### src/rtl/sport_pkg.sv
package sport_pkg;
  typedef struct packed {
    logic sod;   // bit 3: slave output off
    logic ms;    // bit 2: role, 1 = slave
    logic en;    // bit 1: enable
    logic lbm;   // bit 0: loopback
  } sport_ctrl_t;

  localparam logic ADDR_CTRL = 1'b0;
  localparam logic ADDR_DATA = 1'b1;
endpackage

### src/rtl/sport_fifo.sv
module sport_fifo #(
  parameter int DW    = 16,
  parameter int DEPTH = 8,
  localparam int AW   = (DEPTH > 1) ? $clog2(DEPTH) : 1,
  localparam int CW   = $clog2(DEPTH + 1)
) (
  input  logic          clk,
  input  logic          rst,
  input  logic          push,
  input  logic [DW-1:0] push_data,
  input  logic          pop,
  output logic [DW-1:0] head,
  output logic [CW-1:0] count
);
  logic [DW-1:0] mem [DEPTH];
  logic [AW-1:0] wp, rp;
  logic          push_ok, pop_ok;

  assign push_ok = push && (count != CW'(DEPTH));
  assign pop_ok  = pop && (count != '0);
  assign head    = mem[rp];

  always_ff @(posedge clk) begin
    if (push_ok) mem[wp] <= push_data;
  end

  always_ff @(posedge clk) begin
    if (rst) begin
      wp    <= '0;
      rp    <= '0;
      count <= '0;
    end else begin
      if (push_ok) wp <= (wp == AW'(DEPTH - 1)) ? '0 : wp + 1'b1;
      if (pop_ok)  rp <= (rp == AW'(DEPTH - 1)) ? '0 : rp + 1'b1;
      if (push_ok && !pop_ok)      count <= count + 1'b1;
      else if (pop_ok && !push_ok) count <= count - 1'b1;
    end
  end
endmodule

### src/rtl/sport_ctrl.sv
module sport_ctrl
  import sport_pkg::*;
(
  input  logic        clk,
  input  logic        rst,
  input  logic        wr,
  input  logic [3:0]  wdata,
  output sport_ctrl_t ctrl_q,
  output logic        clk_oe,
  output logic        ser_out_oe
);
  sport_ctrl_t nxt;

  always_comb begin
    nxt = ctrl_q;
    if (wr) begin
      nxt.lbm = wdata[0];
      nxt.en  = wdata[1];
      nxt.ms  = ctrl_q.en ? ctrl_q.ms : wdata[2];
      nxt.sod = wdata[3];
    end
  end

  always_ff @(posedge clk) begin
    if (rst) begin
      ctrl_q     <= '0;
      clk_oe     <= 1'b0;
      ser_out_oe <= 1'b0;
    end else begin
      ctrl_q     <= nxt;
      clk_oe     <= nxt.en && !nxt.ms;
      ser_out_oe <= nxt.en && (!nxt.ms || !nxt.sod);
    end
  end
endmodule

### src/rtl/sport_engine.sv
module sport_engine #(
  parameter int DW        = 16,
  parameter int FRAME_CYC = 4,
  localparam int CW       = $clog2(FRAME_CYC + 1)
) (
  input  logic          clk,
  input  logic          rst,
  input  logic          en,
  input  logic          start,
  input  logic [DW-1:0] tx_word,
  input  logic [DW-1:0] rx_in,
  output logic          busy,
  output logic [DW-1:0] out_word,
  output logic          done,
  output logic [DW-1:0] rx_word
);
  logic [CW-1:0] cnt;

  always_ff @(posedge clk) begin
    if (rst) begin
      busy     <= 1'b0;
      cnt      <= '0;
      out_word <= '0;
      done     <= 1'b0;
      rx_word  <= '0;
    end else begin
      done <= 1'b0;
      if (!en) begin
        busy <= 1'b0;
      end else if (busy) begin
        if (cnt == CW'(FRAME_CYC - 1)) begin
          busy    <= 1'b0;
          done    <= 1'b1;
          rx_word <= rx_in;
        end else begin
          cnt <= cnt + 1'b1;
        end
      end else if (start) begin
        busy     <= 1'b1;
        cnt      <= '0;
        out_word <= tx_word;
      end
    end
  end
endmodule

### src/rtl/sport_front.sv
module sport_front
  import sport_pkg::*;
#(
  parameter int DW        = 16,
  parameter int RW        = 32,
  parameter int DEPTH     = 8,
  parameter int FRAME_CYC = 4,
  localparam int FSW      = $clog2(DW),
  localparam int CW       = $clog2(DEPTH + 1)
) (
  input  logic          clk,
  input  logic          rst,
  input  logic          reg_wr,
  input  logic          reg_rd,
  input  logic          reg_addr,
  input  logic [DW-1:0] reg_wdata,
  output logic [RW-1:0] reg_rdata,
  input  logic [FSW-1:0] frame_size,
  input  logic [DW-1:0] ext_rx_word,
  output logic [DW-1:0] ser_out_word,
  output logic          ser_out_oe,
  output logic          clk_oe,
  output logic          tx_not_full,
  output logic          rx_not_empty
);
  sport_ctrl_t   ctrl;
  logic [FSW:0]  flen;
  logic [DW-1:0] mask;
  logic [DW-1:0] tx_head, rx_head, eng_rx_word, rx_src;
  logic [CW-1:0] tx_count, rx_count;
  logic          tx_push, tx_pop, rx_pop, rx_empty;
  logic          eng_busy, eng_done;

  // frame length and mask
  assign flen = (frame_size < FSW'(3)) ? (FSW+1)'(4) : (FSW+1)'(frame_size) + 1'b1;
  assign mask = ~({DW{1'b1}} << flen);

  sport_ctrl u_ctrl (
    .clk       (clk),
    .rst       (rst),
    .wr        (reg_wr && reg_addr == ADDR_CTRL),
    .wdata     (reg_wdata[3:0]),
    .ctrl_q    (ctrl),
    .clk_oe    (clk_oe),
    .ser_out_oe(ser_out_oe)
  );

  assign tx_push = reg_wr && reg_addr == ADDR_DATA;
  assign tx_pop  = ctrl.en && !eng_busy && (tx_count != '0);

  sport_fifo #(.DW(DW), .DEPTH(DEPTH)) u_txq (
    .clk      (clk),
    .rst      (rst),
    .push     (tx_push),
    .push_data(reg_wdata),
    .pop      (tx_pop),
    .head     (tx_head),
    .count    (tx_count)
  );

  // serial input routing: own output in loopback, pin otherwise
  assign rx_src = ctrl.lbm ? ser_out_word : ext_rx_word;

  sport_engine #(.DW(DW), .FRAME_CYC(FRAME_CYC)) u_eng (
    .clk     (clk),
    .rst     (rst),
    .en      (ctrl.en),
    .start   (tx_pop),
    .tx_word (tx_head & mask),
    .rx_in   (rx_src),
    .busy    (eng_busy),
    .out_word(ser_out_word),
    .done    (eng_done),
    .rx_word (eng_rx_word)
  );

  assign rx_empty = (rx_count == '0);
  assign rx_pop   = reg_rd && reg_addr == ADDR_DATA && !rx_empty;

  sport_fifo #(.DW(DW), .DEPTH(DEPTH)) u_rxq (
    .clk      (clk),
    .rst      (rst),
    .push     (eng_done),
    .push_data(eng_rx_word & mask),
    .pop      (rx_pop),
    .head     (rx_head),
    .count    (rx_count)
  );

  assign tx_not_full  = (tx_count != CW'(DEPTH));
  assign rx_not_empty = !rx_empty;

  always_ff @(posedge clk) begin
    if (rst) begin
      reg_rdata <= '0;
    end else if (reg_rd) begin
      if (reg_addr == ADDR_CTRL) reg_rdata <= RW'(ctrl);
      else                       reg_rdata <= rx_empty ? '0 : RW'(rx_head);
    end
  end
endmodule

### config.mk
export PLATFORM = sky130hd
export DESIGN_NAME = sport_front
export DESIGN_NICKNAME = d
export VERILOG_FILES = /design/src/rtl/sport_pkg.sv /design/src/rtl/sport_fifo.sv /design/src/rtl/sport_ctrl.sv /design/src/rtl/sport_engine.sv /design/src/rtl/sport_front.sv
export SDC_FILE = /design/constraint.sdc
export NUM_CORES = 1
export LEC_CHECK = 0
export BUFFER_PORTS_ARGS = -buffer_cell sky130_fd_sc_hd__buf_4
export CORE_MARGIN = 2
export CORE_UTILIZATION = 50
export CTS_CLUSTER_DIAMETER = 50
export DETAILED_ROUTE_END_ITERATION = 12
export MAX_ROUTING_LAYER = met4
export PLACE_DENSITY = 0.68
export SKIP_LAST_GASP = 1
export SLEW_MARGIN = 15
export SYNTH_ARGS = -nofsm -noshare
export SYNTH_HDL_FRONTEND = slang
export SYNTH_SLANG_ARGS = --single-unit
### constraint.sdc
create_clock -name clk -period 6.3 [get_ports clk]
set_input_delay 1.26 -clock clk [delete_from_list [all_inputs] [get_ports clk]]
set_output_delay 1.26 -clock clk [all_outputs]
set_load 0.02 [all_outputs]
==> results of run 1 <==
worst max-delay path, delay by kind of cell (launching register included):
kind / cells / cell delay [ns]
fa+ha+maj: 2 / 0.54
simple gates: 3 / 0.97
xor+xnor: 1 / 0.09
buf+inv: 2 / 0.38
compound gates: 3 / 0.50
flops: 1 / 0.42
registers in the layout (all words and copies together), names as in the netlist, 4 cells and up, named ones only:
| name | flops |
|---|---|
| reg_rdata | 16 |
| u_ctrl.ctrl_q | 4 |
| u_eng.out_word | 16 |
| u_eng.rx_word | 16 |
| u_rxq.count | 4 |
| u_rxq.mem | 128 |
| u_txq.count | 4 |
| u_txq.mem | 128 |
where the power goes:
group	internal, mW	total, mW	switching (mW)
registers	2.43	2.45	0.0205
logic	0.106	0.237	0.132
clock network	1.28	2.12	0.840
total	3.81	4.80	0.992
cells by family after synthesis:
kind of cell / count (synthesis)
flops: 341
simple gates: 188
mux: 117
compound gates: 99
buf+inv: 71
fa+ha+maj: 20
xor+xnor: 6
other cells: 1
stage by stage:
stage | hold slack, ns | cell area [sq um] | util | power [mW] | instances
after floorplan | 0.455 | 13700 | - | 2.66 | 858
after global placement | 0.436 | 14600 | 0.542 | 2.73 | 1235
after detailed placement | 0.442 | 14600 | 0.542 | 2.73 | 1235
after CTS | 0.450 | 15800 | 0.587 | 4.85 | 1305
after global routing | 0.473 | 15800 | 0.587 | 4.96 | 1305
final | 0.447 | 15800 | 0.587 | 4.80 | 1305
cell usage in the layout, fill, tap and decap left out, types with 6 or more instances in the layout:
cell type	netlist	routed
edfxtp_1	256	256
buf_4	18	95
dfxtp_1	85	84
nor2_1	63	63
mux4_2	52	52
mux2i_1	44	44
nand2_1	43	43
clkbuf_16	0	41
a21oi_1	38	38
o21ai_0	20	20
a211oi_1	17	17
ha_1	17	17
conb_1	1	16
clkbuf_1	17	13
and2_1	12	12
mux4_1	12	12
inv_1	11	11
nor3_1	18	10
nand3_1	9	9
nor2b_1	9	9
mux2_2	9	9
nand2b_1	7	7
or3_1	6	6
routing by layer:
layer	routed length, um	vias to the layer above
li1	-	3424
met1	11100	3646
met3	1190	38
met4	481	0
met2	13500	162
met5	0	-
path summary, 6_finish.rpt:
path,startpoint,slack [ns],end
worst min register to register,reg_rdata[13],0.45,reg_rdata[13]
worst min-delay path,reg_rdata[13],0.45,reg_rdata[13]
worst max register to register,u_txq.count[0],3.32,u_txq.count[3]
worst max-delay path,u_txq.count[0],3.32,u_txq.count[3]
cell type report:
cell class              instances  area [sq um]
fillers                      2071         11100
flip-flops and latches        341          9390
multi-input cells             446          3980
clock buffers                  55          1080
repair buffers                 95           713
well taps                     341           427
clock inverters                15           134
inverters                      12          47.5
==> impl_metrics.tcl, run 1 <==
set metrics [dict create \
    outcome "finished clean" \
    yosys_register_bits 341 \
    grt_use_met1 0.244 \
    synthFlopType "edfxtp_1" \
    num_io_pins 93 \
    grt_max_degree 67 \
    synth-simple-area-share 0.0668 \
    gr-total-overflow 0 \
    insertion_delay_ns 0.51 \
    fin_ws_ns 3.32 \
    antenna_found_initial 0 \
    synth_xor_area_frac 0.00385 \
    cp-start-kind "flop" \
    synth-edff-count 256 \
    crit_fanout 30 \
    yosysWarnings 0 \
    synth_compound_area_frac 0.0432 \
    r2r_cells 11 \
    num_rows 60 \
    drv_slew 0 \
    p_per_area_nw_per_um2 305 \
    vias 7270 \
    area_growth_syn_to_layout_pct 15.6 \
    cts_buffers 38 \
    die_y_um 169 \
    critPathRequiredTime_ns 6.74 \
    synth_cell_types 56 \
    maxSlewHeadroom 0.283 \
    ir_worst_vdd_uv 290 \
    layout-drive-gt1-share 0.234 \
    ys_seq_area_frac 0.688 \
    first_global_vias 7196 \
    worstSetupPathType "reg -> reg" \
    finalSetupTns_ns 0 \
    post-route-min-period_ns 2.98 \
    rsz0062_at_grt "false" \
    die-area_sq_um 28600 \
    globalRouteMet3Util 0.0287 \
    cts.clk_slew.worst_paths_ns 0.05 \
    cts_max_level 2 \
    syn-cell-area_sq_um 13600 \
    tightest_slew_ns 1.07 \
    hp-class "reg -> reg" \
    cts_hold_buf 0 \
    synthAdderAreaFrac 0.0193 \
    ant_nets 0 \
    period_share 0.473 \
    min_path_cells 2 \
    core_sq_um 26900 \
    yosys.area.top_type_share 0.563 \
    crit_path_max_incr_delay_ns 0.52 \
    synthCells 843 \
    dp_hpwl_um 16300 \
    clockRootBuffer "clkbuf_16" \
    post_cts_buffers 0 \
    start_util 0.508 \
    synthArstFlopShare 0 \
    finalHoldViolCount 0 \
    setup_viol 0 \
    synth_top_family_by_area "multiplexers" \
    arrival_ns 3.42 \
    post_cts_resized 0 \
    wl_per_cell_um 20.2 \
    skew_ns 0.00904 \
    viasPerCell 5.57 \
    cap_viol_max_count 0 \
    drtIter0Drc 564 \
    grtUsageTotal 0.193 \
    grt_pass1_wl_um 40700 \
    synth_largest_area_cell "edfxtp_1" \
    die_w_um 169 \
    grt.busiest_layer "met2" \
    met2_usage 0.330 \
    port-buffer-count 76 \
    synthTopCellsByArea "edfxtp_1 56%, dfxtp_1 12%, mux4_2 8.6%" \
    fin_nets 994 \
    wirelength_um 26300 \
    critPathSlowestCell "nor3b_4" \
    fmax_ghz 0.336 \
    synthTopCellsByCount "256 x edfxtp_1, 85 x dfxtp_1, 63 x nor2_1" \
    pre_cts_ws_ns 2.88 \
    endpoint_kind "flop" \
    synth_mux_area_frac 0.149 \
    diodes 0 \
    cts_buffer_depth 3 \
    yosysMostFrequentCell "edfxtp_1" \
    drc_errors 0 \
    syn_area_per_cell_sq_um 16.2 \
    drt-pass1-iter-count 5 \
    critical_path.cell_chain "or4_1 -> nor3b_4 -> inv_4 -> ha_1 -> inv_1 -> ha_1 -> a21o_1 -> a21oi_1 -> xnor2_1 -> or3_1 -> a21oi_1" \
    clkSinkCount 341 \
    cts_tree "built" \
    p_leak_nw 5.19 \
    routabilityCongestion 0.836 \
]
(Power assumes the default switching activity.)
==> run 2: changes to the inputs <==
--- a/config.mk
+++ b/config.mk
@@ -11,7 +11,7 @@
 export CTS_CLUSTER_DIAMETER = 50
 export DETAILED_ROUTE_END_ITERATION = 12
 export MAX_ROUTING_LAYER = met4
-export PLACE_DENSITY = 0.68
+export PLACE_DENSITY = 0.71
 export SKIP_LAST_GASP = 1
 export SLEW_MARGIN = 15
 export SYNTH_ARGS = -nofsm -noshare
==> constraint.sdc (replaced) <==
create_clock -name clk -period 2.4 [get_ports clk]
set_input_delay 0.48 -clock clk [delete_from_list [all_inputs] [get_ports clk]]
set_output_delay 0.48 -clock clk [all_outputs]
set_load 0.02 [all_outputs]
==> run 2 against run 1 <==
Core utilization increased by 1.0 points. Critical path depth unchanged. Power increased to 2.6 times the previous value. Die area unchanged. Clock skew increased by 0.0052 ns. Hold slack got worse by 0.23 ns. First-iteration DRC count increased by 5.3%. Combinational power increased to 3.1 times the previous value. Final area increased by 1.7%. Sequential power increased to 2.6 times the previous value. Largest power group unchanged. Final cell count increased by 1.9%.
==> impl_metrics.tcl, run 2 (synthesized netlist as in run 1, its figures left out) <==
set metrics [dict create \
    outcome "finished clean" \
    grt_pass1_wl_um 42100 \
    hold_slack_ns 0.212 \
    post-route-min-period_ns 2.34 \
    endpoint_kind "flop" \
    final_common_cell "edfxtp_1" \
    drtIter0Drc 594 \
    die_w_um 169 \
    critPathRequiredTime_ns 2.83 \
    crit_path_max_incr_delay_ns 0.51 \
    port-buffer-count 76 \
    cts_buffer_depth 3 \
    insertion_delay_ns 0.50 \
    cap_viol_max_count 0 \
    tightest_slew_ns 1.02 \
    cts.clk_slew.worst_paths_ns 0.06 \
    utilization 0.597 \
    finalHoldViolCount 0 \
    area_growth_syn_to_layout_pct 17.6 \
    cts_max_level 2 \
    grt_max_degree 48 \
    p_leak_nw 5.33 \
    clkSinkCount 341 \
    fin_nets 1023 \
    wl_per_cell_um 20.4 \
    pre_cts_ws_ns -0.0691 \
    p_per_area_nw_per_um2 770 \
    skew_ns 0.0143 \
    ir_worst_vdd_uv 631 \
    fmax_ghz 0.427 \
    wirelength_um 27100 \
    cts_tree "built" \
    cp-start-kind "flop" \
    die_y_um 169 \
    cts_hold_buf 0 \
    clockRootBuffer "clkbuf_16" \
    worstSetupPathType "reg -> reg" \
    multi_input_area_sq_um 4050 \
    first_global_vias 7559 \
    diodes 0 \
    start_util 0.508 \
    drc_errors 0 \
    cts_buffers 36 \
    num_rows 60 \
    core_sq_um 26900 \
    layout-drive-gt1-share 0.272 \
    die-area_sq_um 28600 \
    fin_ws_ns 0.0583 \
    grtUsageTotal 0.199 \
    gr-total-overflow 0 \
    hp-class "in -> reg" \
    ant_nets 0 \
    rsz0062_at_grt "true" \
    drt-pass1-iter-count 6 \
    critPathSlowestCell "or4_4" \
    routabilityCongestion 0.854 \
    period_share 0.976 \
    viasPerCell 5.60 \
    nFillCells 2027 \
    crit_fanout 2 \
    num_io_pins 93 \
    maxSlewHeadroom 0.317 \
    antenna_found_initial 0 \
    arrival_ns 2.77 \
    dp_hpwl_um 17300 \
    critical_path.cell_chain "or4_4 -> nor3b_4 -> inv_4 -> ha_4 -> inv_2 -> ha_4 -> a21o_1 -> a21oi_2 -> xnor2_1 -> or3_1 -> a21oi_2" \
    reg_top3 "u_rxq.mem: 128 flops, u_txq.mem: 128 flops" \
    drv_slew 0 \
    vias 7451 \
    layout_common_cells "256 x edfxtp_1, 121 x buf_4, 81 x dfxtp_1" \
    finalSetupTns_ns 0 \
    setup_viol 0 \
    layout.area.seq_sq_um 9390 \
]
[run 2: changes by cell type in the layout (fill, tap and decap cells not counted), moves of 4 or more]
| cell | change |
|---|---|
| nor3_4 | -4 |
| buf_12 | +5 |
| ha_1 | -4 |
| clkbuf_1 | -5 |
| nor3_2 | +4 |
| buf_4 | +26 |
| clkbuf_16 | -4 |
| clkbuf_8 | +4 |
| ha_4 | +4 |
[run 2: path summary, 6_finish.rpt]
check,from,endpoint,slack (ns),cells after the start
max,u_txq.count[0],u_txq.count[3],0.06,11
min,reg_wdata[6],u_txq.mem[0][6],0.21,1
max reg2reg,u_txq.count[0],u_txq.count[3],0.06,11
min reg2reg,reg_rdata[10],reg_rdata[10],0.45,2
[run 2: layout make-up]
type,count,area share
inverter,12,0.00296
timing repair buffer,126,0.0629
sequential,341,0.585
tap,341,0.0266
clock buffer,49,0.0630
clock inverter,15,0.00694
multi-input combinational,446,0.252
[run 2: metrics by stage]
| stage | instance area [sq um] | power, mW | cells |
|---|---|---|---|
| floorplan | 13800 | 7.00 | 858 |
| global placement | 14900 | 7.23 | 1264 |
| detailed placement | 14900 | 7.24 | 1264 |
| CTS | 16000 | 12.4 | 1329 |
| global route | 16000 | 12.8 | 1330 |
| finish | 16000 | 12.4 | 1330 |
[run 2: repair_timing]
action / in CTS / in global routing
pin swaps: 6 / 4
endpoints found under the setup margin: 2 / 3
gates resized for setup: 2 / 6
setup buffers: 1 / 1
endpoints found under the hold margin: 0 / 0
[run 2: layer usage]
layer | track usage | share of wire
met4 | 0.0498 | 0.016
met2 | 0.355 | 0.54
met1 | 0.239 | 0.41
met5 | - | 0
met3 | 0.0299 | 0.039
[run 2: power by group]
group | total, mW | internal, mW | switching (mW)
logic | 0.729 | 0.346 | 0.383
registers | 6.42 | 6.37 | 0.0511
clock network | 5.20 | 3.07 | 2.14
[run 2: critical path, delay by kind of cell (launching register included)]
kind,cells,cell delay [ns]
buf+inv,2,0.12
simple gates,3,1.01
xor+xnor,1,0.10
flops,1,0.32
fa+ha+maj,2,0.33
compound gates,3,0.42
==> run 3: changes to the inputs <==
--- a/config.mk
+++ b/config.mk
@@ -10,7 +10,6 @@
 export CORE_UTILIZATION = 50
 export CTS_CLUSTER_DIAMETER = 50
 export DETAILED_ROUTE_END_ITERATION = 12
-export MAX_ROUTING_LAYER = met4
 export PLACE_DENSITY = 0.71
 export SKIP_LAST_GASP = 1
 export SLEW_MARGIN = 15
==> run 3 against run 2 <==
Die area stayed put. Wire length is 0.13% lower. Final area stayed put. First-iteration DRC count up 0.34%. Sequential power hardly changed. Highest routed layer unchanged.
==> impl_metrics.tcl, run 3 (synthesized netlist as in run 1, its figures left out) <==
set metrics [dict create \
    cap_viol_max_count 0 \
    fin_ws_ns 0.0558 \
    final_common_cell "edfxtp_1" \
    critPathRequiredTime_ns 2.83 \
    clockRootBuffer "clkbuf_16" \
    period_share 0.977 \
    rsz0062_at_grt "true" \
    diodes 0 \
    antenna_found_initial 0 \
    worstSetupPathType "reg -> reg" \
    crit_fanout 2 \
    drt-pass1-iter-count 4 \
    p_clk_frac 0.421 \
    first_global_vias 7558 \
    grtUsageTotal 0.193 \
    grt_max_degree 48 \
    fin_nets 1023 \
    maxSlewHeadroom 0.339 \
    p_per_area_nw_per_um2 770 \
    gr-total-overflow 0 \
    ir_worst_vdd_uv 631 \
    switchingPower_mw 2.57 \
    reg2reg_from "u_txq.count[0]" \
    cp-start-kind "flop" \
    insertion_delay_ns 0.50 \
    wl_per_cell_um 20.3 \
    hp-class "in -> reg" \
    reg_top3 "u_rxq.mem: 128 flops, u_txq.mem: 128 flops" \
    p_leak_nw 5.33 \
    drc_errors 0 \
    r2r_cells 11 \
    layout_common_cells "256 x edfxtp_1, 121 x buf_4, 81 x dfxtp_1" \
    cts_buffers 36 \
    stdcell_count 1330 \
    cts.clk_slew.worst_paths_ns 0.06 \
    cts_buffer_depth 3 \
    port-buffer-count 76 \
    arrival_ns 2.77 \
    cts_tree "built" \
    vias 7445 \
    layout-drive-gt1-share 0.272 \
    outcome "finished clean" \
    routabilityCongestion 0.841 \
    ant_nets 0 \
    dp_hpwl_um 17300 \
    min_path_cells 2 \
    pre_cts_ws_ns -0.0691 \
    hold_start "rst" \
    wirelength_um 27000 \
    critPathSlowestCell "or4_4" \
    num_io_pins 93 \
    cts_max_level 2 \
    p_int_mw 9.78 \
    timing.rr.end "u_txq.count[3]" \
    endpoint_kind "flop" \
    grt_pass1_wl_um 42000 \
    core_sq_um 26900 \
    die-area_sq_um 28600 \
    pwr-share-seq 0.520 \
    die_w_um 169 \
    setup_viol 0 \
    finalHoldViolCount 0 \
    skew_ns 0.0147 \
    crit_path_max_incr_delay_ns 0.51 \
    dp_cells 1264 \
    tightest_slew_ns 0.988 \
    switching_share 0.208 \
    area_growth_syn_to_layout_pct 17.6 \
    drv_slew 0 \
    post-route-min-period_ns 2.34 \
    fin_area_sq_um 16000 \
    combPwrFrac 0.059 \
    num_rows 60 \
    die_y_um 169 \
    critical_path.cell_chain "or4_4 -> nor3b_4 -> inv_4 -> ha_4 -> inv_2 -> ha_4 -> a21o_1 -> a21oi_2 -> xnor2_1 -> or3_1 -> a21oi_2" \
    whs_endpoint "u_rxq.count[3]" \
    fmax_ghz 0.427 \
    r2r_slack_ns 0.06 \
    clkSinkCount 341 \
    post_dp_cell_area_sq_um 14900 \
    viasPerCell 5.60 \
    start_util 0.508 \
    drtIter0Drc 596 \
]
-- run 3: cell counts in the layout (fill, tap and decap cells not counted) --
No cell type changed its count.
-- run 3: worst max-delay path by stage --
stage                    from              to  slack, ns
2_1_floorplan  u_txq.count[0]  u_txq.count[3]      -0.28
3_3_place_gp   u_txq.count[3]  u_txq.count[3]      -0.01
3_5_place_dp   u_txq.count[3]  u_txq.count[3]      -0.07
4_1_cts        u_txq.count[0]  u_txq.count[3]     -0.001
5_1_grt        u_rxq.count[3]  u_rxq.count[3]      -0.07
6_report       u_txq.count[0]  u_txq.count[3]       0.06
-- run 3: layer usage --
layer  vias up  global-route usage  routed length (um)
met4         0              0.0498                 493
met3        37              0.0299                1140
met1      3797               0.239               11000
met2       146               0.355               14400
met5         -                   0                   0
li1       3465                   -                   -
-- run 3: timing repair --
action                     in CTS  in global routing
resized for setup               2                  6
buffers inserted                1                  1
setup endpoints to repair       2                  3
pin swaps                       6                  4
hold buffers                    0                  0
-- run 3: metrics by stage --
stage	utilization	TNS, ns	power (mW)	hold slack (ns)
after global routing	0.597	-0.0946	12.8	0.201
final	0.597	0	12.4	0.210
after detailed placement	0.553	-0.0691	7.24	0.444
after global placement	0.553	-0.0131	7.23	0.439
after CTS	0.596	-0.00147	12.4	0.193
after floorplan	-	-4.88	7.00	0.455
-- run 3: area by class of cell --
class                   instances  area, sq um
flip-flops and latches        341         9390
well taps                     341          427
inverters                      12         47.5
repair buffers                126         1010
clock inverters                15          111
clock buffers                  49         1010
fillers                      2027        10800
multi-input cells             446         4050
-- run 3: worst max-delay path, delay by kind of cell, from the launching register on --
| family | cells | cell delay (ns) |
|---|---|---|
| fa+ha+maj | 2 | 0.33 |
| simple gates | 3 | 1.01 |
| buf+inv | 2 | 0.12 |
| xor+xnor | 1 | 0.10 |
| compound gates | 3 | 0.42 |
| flops | 1 | 0.32 |
-- run 3: power groups by stage --
stage               registers (mW)  clock network [mW]  logic, mW
floorplan                     6.55                   0      0.449
global placement              6.54                   0      0.689
detailed placement            6.54                   0      0.702
CTS                           6.42                5.31      0.719
global route                  6.42                5.54      0.793
finish                        6.42                5.21      0.729
